[src/rtl/i2c_pin_override.sv]
module i2c_pin_override #(
  parameter int ADDR_W = 8,
  parameter int DATA_W = 16,
  parameter logic [ADDR_W-1:0] MODE_ADDR = 'h00,
  parameter logic [ADDR_W-1:0] DIR_ADDR  = 'h04,
  parameter logic [ADDR_W-1:0] DIN_ADDR  = 'h08,
  parameter logic [ADDR_W-1:0] DOUT_ADDR = 'h0C,
  parameter logic [ADDR_W-1:0] SET_ADDR  = 'h10,
  parameter logic [ADDR_W-1:0] CLR_ADDR  = 'h14
) (
  input  logic              clk,
  input  logic              rst_n,
  input  logic              reg_wr,
  input  logic [ADDR_W-1:0] reg_addr,
  input  logic [DATA_W-1:0] reg_wdata,
  output logic [DATA_W-1:0] reg_rdata,
  input  logic [1:0]        eng_low,
  input  logic [1:0]        pin_in,
  output logic [1:0]        pin_oe,
  output logic [1:0]        pin_o
);

  logic       mode_q;
  logic [1:0] dir_q, dout_q, meta_q, din_q, age_q;
  logic [1:0] wbits;
  logic       unused_bits;

  assign wbits       = reg_wdata[1:0];
  assign unused_bits = ^reg_wdata[DATA_W-1:2];

  wire hit_mode = reg_wr && (reg_addr == MODE_ADDR);
  wire hit_dir  = reg_wr && (reg_addr == DIR_ADDR);
  wire hit_dout = reg_wr && (reg_addr == DOUT_ADDR);
  wire hit_set  = reg_wr && (reg_addr == SET_ADDR);
  wire hit_clr  = reg_wr && (reg_addr == CLR_ADDR);

  always_ff @(posedge clk or negedge rst_n) begin
    if (!rst_n) begin
      mode_q <= 1'b0;
      dir_q  <= 2'b00;
      dout_q <= 2'b11;
    end else begin
      if (hit_mode) mode_q <= wbits[0];
      if (hit_dir)  dir_q  <= wbits;
      if (hit_dout)     dout_q <= wbits;
      else if (hit_set) dout_q <= dout_q | wbits;
      else if (hit_clr) dout_q <= dout_q & ~wbits;
    end
  end

  always_ff @(posedge clk or negedge rst_n) begin
    if (!rst_n) begin
      meta_q <= 2'b00;
      din_q  <= 2'b00;
      age_q  <= 2'd0;
    end else begin
      meta_q <= pin_in;
      din_q  <= meta_q;
      if (age_q != 2'd2) age_q <= age_q + 2'd1;
    end
  end

  always_comb begin
    reg_rdata = '0;
    if (reg_addr == MODE_ADDR)      reg_rdata[0]   = mode_q;
    else if (reg_addr == DIR_ADDR)  reg_rdata[1:0] = dir_q;
    else if (reg_addr == DIN_ADDR)  reg_rdata[1:0] = din_q;
    else if (reg_addr == DOUT_ADDR) reg_rdata[1:0] = dout_q;
  end

  assign pin_oe = mode_q ? (dir_q & ~dout_q) : eng_low;
  assign pin_o  = 2'b00;

  assert_set_bits_R4: assert property (@(posedge clk) disable iff (!rst_n)
    hit_set |=> dout_q == ($past(dout_q) | $past(wbits)));

  assert_clr_bits_R5: assert property (@(posedge clk) disable iff (!rst_n)
    hit_clr |=> dout_q == ($past(dout_q) & ~$past(wbits)));

  assert_sync_delay_R7: assert property (@(posedge clk) disable iff (!rst_n)
    (age_q == 2'd2) |-> din_q == $past(pin_in, 2));

  assert_oe_needs_dir_R3: assert property (@(posedge clk) disable iff (!rst_n)
    mode_q |-> (pin_oe & ~dir_q) == 2'b00);

  assert_ro_write_R10: assert property (@(posedge clk) disable iff (!rst_n)
    (reg_wr && reg_addr == DIN_ADDR) |=> $stable(dout_q) && $stable(dir_q) && $stable(mode_q));

endmodule

[config.mk]
export PLATFORM = sky130hd
export DESIGN_NAME = i2c_pin_override
export DESIGN_NICKNAME = d
export VERILOG_FILES = /design/src/rtl/i2c_pin_override.sv
export SDC_FILE = /design/constraint.sdc
export NUM_CORES = 1
export LEC_CHECK = 0
export BUFFER_PORTS_ARGS = -buffer_cell sky130_fd_sc_hd__buf_4
export CORE_MARGIN = 2
export CORE_UTILIZATION = 34
export DETAILED_ROUTE_END_ITERATION = 8
export PLACE_DENSITY = 0.82
export SKIP_CTS_REPAIR_TIMING = 1
export SLEW_MARGIN = 20
export SYNTH_ARGS = -nofsm -noshare
export SYNTH_HDL_FRONTEND = slang
export SYNTH_SLANG_ARGS = --single-unit
[constraint.sdc]
create_clock -name clk -period 1.7 [get_ports clk]
set_clock_uncertainty 0.15 [all_clocks]
set_input_delay 0.51 -clock clk [delete_from_list [all_inputs] [get_ports clk]]
set_output_delay 0.51 -clock clk [all_outputs]
set_load 0.05 [all_outputs]
==> summary.txt, run 1 <==
Outcome
  – Status: finished with violations
  – Failing checks: negative setup slack

CTS
  – CTS tree: built
  – Clock slew at reported path FFs: 60 ps
  – Clk buf depth: 2
  – Root Driver: clkbuf_4
  – H-tree depth: 1
  – Clock Latency Late Sink: 250 ps
  – Inserted Clock Buffers: 3
  – Clk sink count: 9

Placement
  – Routability Congestion: 0.716
  – Pre-CTS setup slack: -415 ps
  – Port-buffer cells: 20
  – HPWL after DPL: 1080 microns

Logic synthesis
  – Post-synth top area share: between 20% and 30%
  – Cell variety after synth: 23
  – Asr flop ratio synth: 100%
  – Synth Instances: between 60 and 70
  – Cell with the most instances after synthesis: buf_4
  – Synth top area cells: dfrtp_1 (27%), buf_4 (19%), dfstp_2 (8.1%)
  – Post-synth top cells: buf_4 (16), dfrtp_1 (7), a21oi_1 (5)
  – Cell taking the most area after synthesis: dfrtp_1
  – Sequential share of the synthesized area: 35.2%
  – Yosys warning total: 0
  – Seq cells post-synth: 9
  – Leading register cell type out of synthesis: dfrtp_1
  – EDFF count, synth: 0
  – Mapped Area: 647 sq um
  – Avg Inst Size Synth: 10.3 sq um

Final layout
  – Fillers: between 150 and 200
  – NumNets Final: 132
  – Final Core Density: between 50% and 60%
  – P&R area growth vs syn: 49.5%
  – Multi-input logic area: between 300 and 400 sq um
  – Register area: 228 sq um
  – Layout cells sized above 1: 56.0%
  – Diodes inserted: 0

Worst setup path
  – CP Capture Type: primary output
  – Worst path required time: between 1000 and 1500 ps
  – Setup crit start kind: flop
  – CP max FO: 2
  – Worst EP arrival: 1400 ps
  – Crit path kind: reg2out

Power and ir drop
  – P_int: 379 uW
  – Switching Fraction: roughly a third
  – Clock share of power: approximately 28%
  – Flop pwr share: 39.0%
  – Power density of the placed cells: 601 nW/um^2
  – Total Power: 581 uW
  – Leak: 0.000479 uW
  – Logic pwr share: 33.5%
  – Switching pwr: 202 uW
  – Worst ir drop on vdd: 0.424 mV

Detailed routing
  – Residual DRC: 0
  – Iter 0 DRT Violations: 7
  – WL/cell: 9.84 microns
  – DR vias/cell: 4.21
  – Via Count: 526
  – DR pass1 iterations: 4
  – Post-Route WL: 1230 microns
  – Post-route ant nets: 0

Timing
  – Final Hold Fails: 0
  – Max-slew violations: 0
  – Final WS setup: -363 ps
  – Fin crit share: 121%
  – Setup Viol. Count Final: 4
  – Setup TNS: -907 ps
  – Hold slack: 199 ps
  – Max Clock Freq: 485 MHz
  – RSZ-0062 raised after global routing: yes
  – Minimum clock period: 2060 ps

Global route
  – Initial antenna violation count: 0
  – Wire length of the first global-routing pass: 1820 microns
  – Total GRT Usage: 11.8%
  – Largest net degree at the start of global routing: 10
  – Vias in the first global route: 478
  – GRT Residual Overflow: 0

Die
  – Core box area: 1760 sq um
  – Die Span X: 47.6 microns
  – Initial core utilization: a little over a third
  – Io pins: a little over 50
  – DIE HEIGHT: 47.6 microns
  – Die area: 2270 sq um
  – Std cell rows: 15

Worst hold path
  – Worst min path class: reg2reg

Run
  – Max_cap viols: 0
-- layout make-up --
| type | count | share of cell area, % |
|---|---|---|
| repair buffers | 35 | 30.5 |
| inverters | 2 | 0.776 |
| well taps | 25 | 3.23 |
| clock buffers | 4 | 2.72 |
| multi-input cells | 50 | 39.2 |
| flip-flops and latches | 9 | 23.5 |
-- final timing paths --
path	slack, ps	depth (start not counted)	from	to
max	-360	3	dir_q[0]	reg_rdata[0]
max reg2reg	540	4	flop	flop
min	200	0	meta_q[1]	din_q[1]
min in group asynchronous	460	2	rst_n	meta_q[0]
max in group asynchronous	730	2	rst_n	async pin
min reg2reg	200	0	meta_q[1]	din_q[1]
-- layout by cell type, fill, tap and decap left out, types with 2 or more instances in the layout --
| cell | n |
|---|---|
| buf_4 | 27 |
| conb_1 | 16 |
| dfrtp_1 | 7 |
| buf_6 | 6 |
| nor2_4 | 5 |
| nand2_1 | 4 |
| a21oi_1 | 4 |
| mux2_4 | 3 |
| clkbuf_4 | 3 |
| inv_1 | 2 |
| nand3b_1 | 2 |
| o21ai_2 | 2 |
| nor2b_1 | 2 |
| nand4_1 | 2 |
| mux2i_1 | 2 |
| dfstp_2 | 2 |
-- routing by layer --
metal,wire length [microns],GRT usage [%]
met4,19,8.11
met3,97,1.51
met2,662,21.9
met5,0,0
met1,451,12.2
-- power by group through the flow --
| stage | clock network (uW) | logic, uW | registers (uW) |
|---|---|---|---|
| finish | 160 | 195 | 227 |
| global route | 174 | 208 | 227 |
| CTS | 167 | 191 | 226 |
| detailed placement | 0 | 190 | 230 |
| global placement | 0 | 187 | 230 |
| floorplan | 0 | 159 | 231 |
-- through the flow --
| stage | std cells | instance area (sq um) |
|---|---|---|
| finish | 125 | 967 |
| global route | 125 | 967 |
| CTS | 123 | 920 |
| detailed placement | 119 | 893 |
| global placement | 119 | 893 |
| floorplan | 78 | 749 |
-- logic make-up (layout without fill, tap and decap cells) --
kind of cell / count (synthesis) / in the layout / share of synthesized area, %
AO/OA/AOI/OAI: 7 / 7 / 5.42
buffers and inverters: 19 / 41 / 20.5
flip-flops: 9 / 9 / 35.2
multiplexers: 7 / 7 / 15.3
other: 1 / 16 / 0.580
AND/OR/NAND/NOR: 20 / 20 / 23.0
-- critical path, cell delays in order (launching register included) --
cell     delay, ps
dfrtp_1        370
mux4_2         450
and2b_4        180
buf_8          140
(Power assumes the default switching activity.)
==> run 2, diff against run 1 <==
ABC_AREA = 1   (was unset)
CORE_UTILIZATION = 35   (was 34)
==> summary.txt, run 2 <==
Power and ir drop
  – Worst ir drop on vdd: 0.447 mV (+5.5%)
  – Switching pwr: 237 uW (+17%)
  – Flop pwr share: 38.6% (-0.4 points)
  – Power density of the placed cells: 621 nW/um^2 (+3.4%)
  – Clock share of power: 25.1% (-2.4 points)
  – Logic pwr share: 36.3% (+2.8 points)
  – P_int: 396 uW (+4.3%)
  – Leak: 0.000547 uW (+14%)
  – Switching Fraction: 37.4% (+2.8 points)

Final layout
  – NumNets Final: 152 (+15%)
  – Fin area: 1020 sq um (+5.3%)
  – Multi-input logic area: 395 sq um (+4.3%)
  – P&R area growth vs syn: 45.6%
  – Register area: 228 sq um (unchanged)
  – Commonest non-fill, non-tap cells in the layout: buf_4 (18), nand2_1 (17), conb_1 (16), buf_6 (8), dfrtp_1 (7)
  – Diodes inserted: 0 (unchanged)
  – Fillers: 191 (+17%)
  – Layout cells sized above 1: 45.8% (-10 points)
  – Most common cell after layout, fill and taps aside: buf_4
  – Fin cells: 147 (+18%)

Global route
  – Total GRT Usage: 12.0% (+0.22 points)
  – Initial antenna violation count: 0 (unchanged)
  – GRT Residual Overflow: 0 (unchanged)
  – Vias in the first global route: 559 (+17%)
  – Wire length of the first global-routing pass: 2180 microns (+20%)
  – Largest net degree at the start of global routing: 10 (unchanged)

Worst setup path
  – CP max FO: 8 (+6)
  – Worst path required time: 1040 ps (about the same)
  – R2R depth: 2 (-2)
  – RR Endpoint: mode_q
  – Setup crit start kind: primary input
  – CP max stage cell: buf_4
  – Crit-path leading delay family: buffers and inverters
  – Crit-path most repeated cell: buf_4
  – Worst EP arrival: 1370 ps (-30 ps)
  – CP Capture Type: primary output
  – FF-to-FF setup slack: 800 ps (+260 ps)
  – Crit path kind: in2out
  – Worst r2r src: mode_q
  – Critical Path, Cell by Cell: buf_4, inv_8, nand2_8, nor2_8, nand2_4, o211ai_1, buf_4
  – CP bufs+invs: 3 (+2)
  – Max incr delay on CP: 240 ps (-210 ps)

Logic synthesis
  – Mapped Area: 699 sq um (+8.1%)
  – Leading register cell type out of synthesis: dfrtp_1
  – Yosys warning total: 0 (unchanged)
  – Cell taking the most area after synthesis: dfrtp_1
  – Post-synth top area share: 25.0% (-2.0 points)
  – Asr flop ratio synth: 100% (unchanged)
  – Synth Instances: 89 (+41%)
  – Avg Inst Size Synth: 7.86 sq um (-23%)
  – Sequential share of the synthesized area: 32.6% (-2.6 points)
  – Cell variety after synth: 23 (unchanged)
  – Cell with the most instances after synthesis: nand2_1
  – Seq cells post-synth: 9 (unchanged)
  – Synth top area cells: dfrtp_1 (25%), buf_4 (17%), nand2_1 (9.1%)
  – Post-synth top cells: nand2_1 (17), buf_4 (16), dfrtp_1 (7), inv_1 (7)
  – EDFF count, synth: 0 (unchanged)

CTS
  – Root Driver: clkbuf_4
  – Clk buf depth: 2 (unchanged)
  – CTS tree: built
  – Inserted Clock Buffers: 3 (unchanged)
  – H-tree depth: 1 (unchanged)
  – Clock slew at reported path FFs: 50 ps (about the same)
  – Clk sink count: 9 (unchanged)
  – Clock Latency Late Sink: 260 ps (about the same)

Detailed routing
  – DR pass1 iterations: 4 (unchanged)
  – DR vias/cell: 4.32 (+2.7%)
  – Post-Route WL: 1370 microns (+12%)
  – Via Count: 635 (+21%)
  – Residual DRC: 0 (unchanged)
  – WL/cell: 9.33 microns (-5.1%)
  – Iter 0 DRT Violations: 3 (-4)
  – Post-route ant nets: 0 (unchanged)

Timing
  – Final Hold Fails: 0 (unchanged)
  – Final WS setup: -332 ps (+31.3 ps)
  – RSZ-0062 raised after global routing: yes
  – Setup Viol. Count Final: 4 (unchanged)
  – Minimum clock period: 2030 ps (-31.3 ps)
  – Max Clock Freq: 492 MHz (+1.5%)
  – Hold slack: 196 ps (-3.54 ps)
  – Max-slew violations: 0 (unchanged)
  – Fin crit share: 120% (-1.8 points)

Worst hold path
  – Hold EP: din_q[1]
  – Hold Startpoint: meta_q[1]
  – Hold Path Depth: 0 (unchanged)
  – Worst min path class: reg2reg

Die
  – Std cell rows: 16 (+1)
  – Die area: 2370 sq um (+4.6%)
  – DIE HEIGHT: 48.7 microns (+2.3%)
  – Die Span X: 48.7 microns (+2.3%)
  – Io pins: 51 (unchanged)
  – Core box area: 1920 sq um (+8.9%)
  – Initial core utilization: 36.4% (-0.27 points)

Outcome
  – Status: finished with violations
  – Failing checks: negative setup slack

Placement
  – DP Cell Count: 140 (+18%)
  – HPWL after DPL: 1140 microns (+5.7%)
  – Routability Congestion: 0.794 (+11%)
  – Area of placed instances: 917 sq um (+2.7%)
  – Port-buffer cells: 20 (unchanged)

Run
  – Max_cap viols: 0 (unchanged)
## run 2: cell type report
cell class / count / area share (%)
multi-input combinational: 66 / 38.8
timing repair buffer: 28 / 24.6
sequential: 9 / 22.4
inverter: 13 / 8.35
tap: 27 / 3.32
clock buffer: 4 / 2.58
## run 2: power by group through the flow
stage          clock network, uW  logic (uW)  registers (uW)
2_1_floorplan                  0         180             243
3_3_place_gp                   0         206             245
3_5_place_dp                   0         211             247
4_1_cts                      165         211             243
5_1_grt                      175         243             245
6_report                     159         230             244
## run 2: worst max path at each step
stage / start / end / cells past startpoint
global placement: reg_addr[5] / reg_rdata[1] / 7
global route: reg_addr[6] / reg_rdata[1] / 7
detailed placement: reg_addr[5] / reg_rdata[1] / 7
finish: reg_addr[4] / reg_rdata[1] / 7
CTS: reg_addr[5] / reg_rdata[1] / 7
floorplan: reg_addr[5] / reg_rdata[1] / 5
## run 2: cell families (layout without fill, tap and decap cells)
kind of cell           count (synthesis)  after routing  synth area share (%)
muxes                                  1              1                  1.61
DFF                                    9              9                  32.6
other                                  1             16                 0.536
buffers and inverters                 29             45                  24.2
AOI/OAI and AO/OA                      5              5                  4.47
and+or+nand+nor                       44             44                  36.7
## run 2: worst reg2reg max path, delay by kind of cell (launching register included)
kind	cells	cell delay [ps]
AO/OA/AOI/OAI	1	50
flip-flops	1	450
AND/OR/NAND/NOR	1	130
## run 2: per-layer routing
layer | GRT usage [%] | part of all wire, % | vias to the layer above | wire length, microns
li1 | - | - | 304 | -
met1 | 11.5 | 35 | 302 | 475
met2 | 23.3 | 57 | 25 | 782
met3 | 1.54 | 5.7 | 4 | 78
met4 | 8.57 | 2.6 | 0 | 36
met5 | 0 | 0 | - | 0
## run 2: metrics by stage
stage / worst slack (ps) / power [uW] / util, % / setup TNS, ps
after floorplan: -590 / 423 / - / -813
after global placement: -377 / 452 / 47.7 / -680
after detailed placement: -373 / 458 / 47.7 / -681
after CTS: -384 / 619 / 49.1 / -1050
after global routing: -372 / 663 / 53.0 / -1040
final: -332 / 632 / 53.0 / -875
==> run 3, diff against run 2 <==
BUFFER_PORTS_ARGS = unset   (was -buffer_cell sky130_fd_sc_hd__buf_4)
CORE_UTILIZATION = 50   (was 35)
DONT_BUFFER_PORTS = 1   (was unset)
PLACE_DENSITY = 0.76   (was 0.82)
==> summary.txt, run 3 (synthesis results as in run 2) <==
CTS
  – H-tree depth: 1 (unchanged)
  – Clk sink count: 9 (unchanged)
  – Clk buf depth: 2 (unchanged)
  – Clock slew at reported path FFs: 50 ps (about the same)
  – Inserted Clock Buffers: 3 (unchanged)
  – Root Driver: clkbuf_4
  – Clock Latency Late Sink: 250 ps (about the same)
  – CTS tree: built

Die
  – DIE HEIGHT: 41.4 microns (-15%)
  – Die area: 1710 sq um (-28%)
  – Die Span X: 41.4 microns (-15%)
  – Std cell rows: 13 (-3)
  – Core box area: 1300 sq um (-32%)
  – Io pins: 51 (unchanged)
  – Initial core utilization: 53.8% (+17 points)

Final layout
  – Layout cells sized above 1: 36.6% (-9.2 points)
  – Diodes inserted: 0 (unchanged)
  – NumNets Final: 133 (-13%)
  – Fin cells: 116 (-21%)
  – P&R area growth vs syn: 31.8%
  – Commonest non-fill, non-tap cells in the layout: nand2_1 (17), conb_1 (16), inv_1 (6), dfrtp_1 (6), buf_4 (6)
  – Most common cell after layout, fill and taps aside: nand2_1

Detailed routing
  – WL/cell: 9.88 microns (+5.8%)
  – Residual DRC: 0 (unchanged)
  – Post-route ant nets: 0 (unchanged)
  – DR pass1 iterations: 3 (-1)
  – DR vias/cell: 4.53 (+4.8%)
  – Post-Route WL: 1150 microns (-16%)
  – Via Count: 525 (-17%)
  – Iter 0 DRT Violations: 9 (+6)

Placement
  – DP Cell Count: 110 (-21%)
  – Routability Congestion: 0.819 (+3.1%)
  – HPWL after DPL: 938 microns (-18%)
  – Pre-CTS setup slack: -202 ps (+171 ps)
  – Port-buffer cells: 0 (-100%)

Timing
  – RSZ-0062 raised after global routing: yes
  – Max-slew violations: 0 (unchanged)
  – Max Clock Freq: 538 MHz (+9.3%)
  – Final Hold Fails: 0 (unchanged)
  – Fin crit share: 109% (-10 points)
  – Minimum clock period: 1860 ps (-173 ps)
  – Final WS setup: -159 ps (+173 ps)
  – Setup Viol. Count Final: 4 (unchanged)

Global route
  – Vias in the first global route: 462 (-17%)
  – Total GRT Usage: 14.1% (+2.1 points)
  – Largest net degree at the start of global routing: 10 (unchanged)
  – Wire length of the first global-routing pass: 1830 microns (-16%)
  – Initial antenna violation count: 0 (unchanged)
  – GRT Residual Overflow: 0 (unchanged)

Worst setup path
  – CP bufs+invs: 2 (-1)
  – CP max FO: 8 (unchanged)
  – Worst EP arrival: 1200 ps (-170 ps)
  – Crit-path leading delay family: simple AND/OR/NAND/NOR gates
  – Max incr delay on CP: 230 ps (about the same)
  – Setup crit start kind: primary input
  – CP max stage cell: buf_4
  – CP Capture Type: primary output
  – Critical Path, Cell by Cell: clkinv_16, nand2_8, nor2_8, nand2_4, o211ai_1, buf_4
  – Crit path kind: in2out
  – Worst path required time: 1040 ps (about the same)

Outcome
  – Failing checks: negative setup slack
  – Status: finished with violations

Power and ir drop
  – Worst ir drop on vdd: 0.480 mV (+7.3%)
  – Power density of the placed cells: 635 nW/um^2 (+2.2%)
  – Leak: 0.000460 uW (-16%)

Run
  – Max_cap viols: 0 (unchanged)

Worst hold path
  – Worst min path class: in2reg
==> run 3: cell count changes in the layout (fill, tap and decap cells not counted), moves of 2 or more <==
| cell | previous run | this run |
|---|---|---|
| buf_4 | 18 | 6 |
| buf_6 | 8 | 0 |
| inv_4 | 5 | 1 |
| buf_12 | 0 | 2 |
| clkinv_16 | 0 | 2 |
| nand2_4 | 4 | 2 |
| nand2_8 | 1 | 3 |
==> run 3: cell type report <==
class / instances / area (sq um)
Multi-Input combinational cell: 66 / 413
Fill cell: 105 / 379
Sequential cell: 9 / 229
Inverter: 13 / 140
Timing Repair Buffer: 9 / 95.1
Clock buffer: 4 / 26.3
Tap cell: 15 / 18.8
==> run 3: worst reg2reg max path: stages (launching register included) <==
cell     delay [ps]
dfrtp_2         450
nor2_1          110
a21oi_1          50
==> run 3: routing by layer <==
layer	wire (microns)	vias up	track usage, %
met1	410	234	14.9
met4	20	0	11.6
met2	644	21	23.4
li1	-	268	-
met3	69	2	3.48
met5	0	-	0
==> run 3: through the flow <==
step	utilization, %	hold slack (ps)	power [uW]	setup TNS [ps]	instance area, sq um
floorplan	-	64.4	423	-813	816
global placement	60.9	64.6	414	-323	792
detailed placement	60.9	64.6	416	-333	792
CTS	62.9	-205	570	-616	818
global route	70.9	105	629	-729	922
finish	70.9	138	585	-532	922
==> run 3: path summary, 6_finish.rpt <==
check / start / to / slack, ps / cells past startpoint
hold reg to reg: meta_q[0] / din_q[0] / 200 / 0
setup reg to reg: mode_q / mode_q / 830 / 2
min in group asynchronous: rst_n / din_q[0] / 460 / 1
setup / recovery: reg_addr[6] / reg_rdata[1] / -160 / 6
hold / removal: pin_in[1] / meta_q[1] / 140 / 0
max in group asynchronous: rst_n / async pin / 630 / 1
==> run 3: where the power goes <==
group	leakage [uW]	internal [uW]	total, uW	switching, uW
logic	0.000343	50.1	191	141
registers	0.000102	233	244	10.7
clock network	0.0000150	89.6	150	60.9
total	0.000460	373	585	212
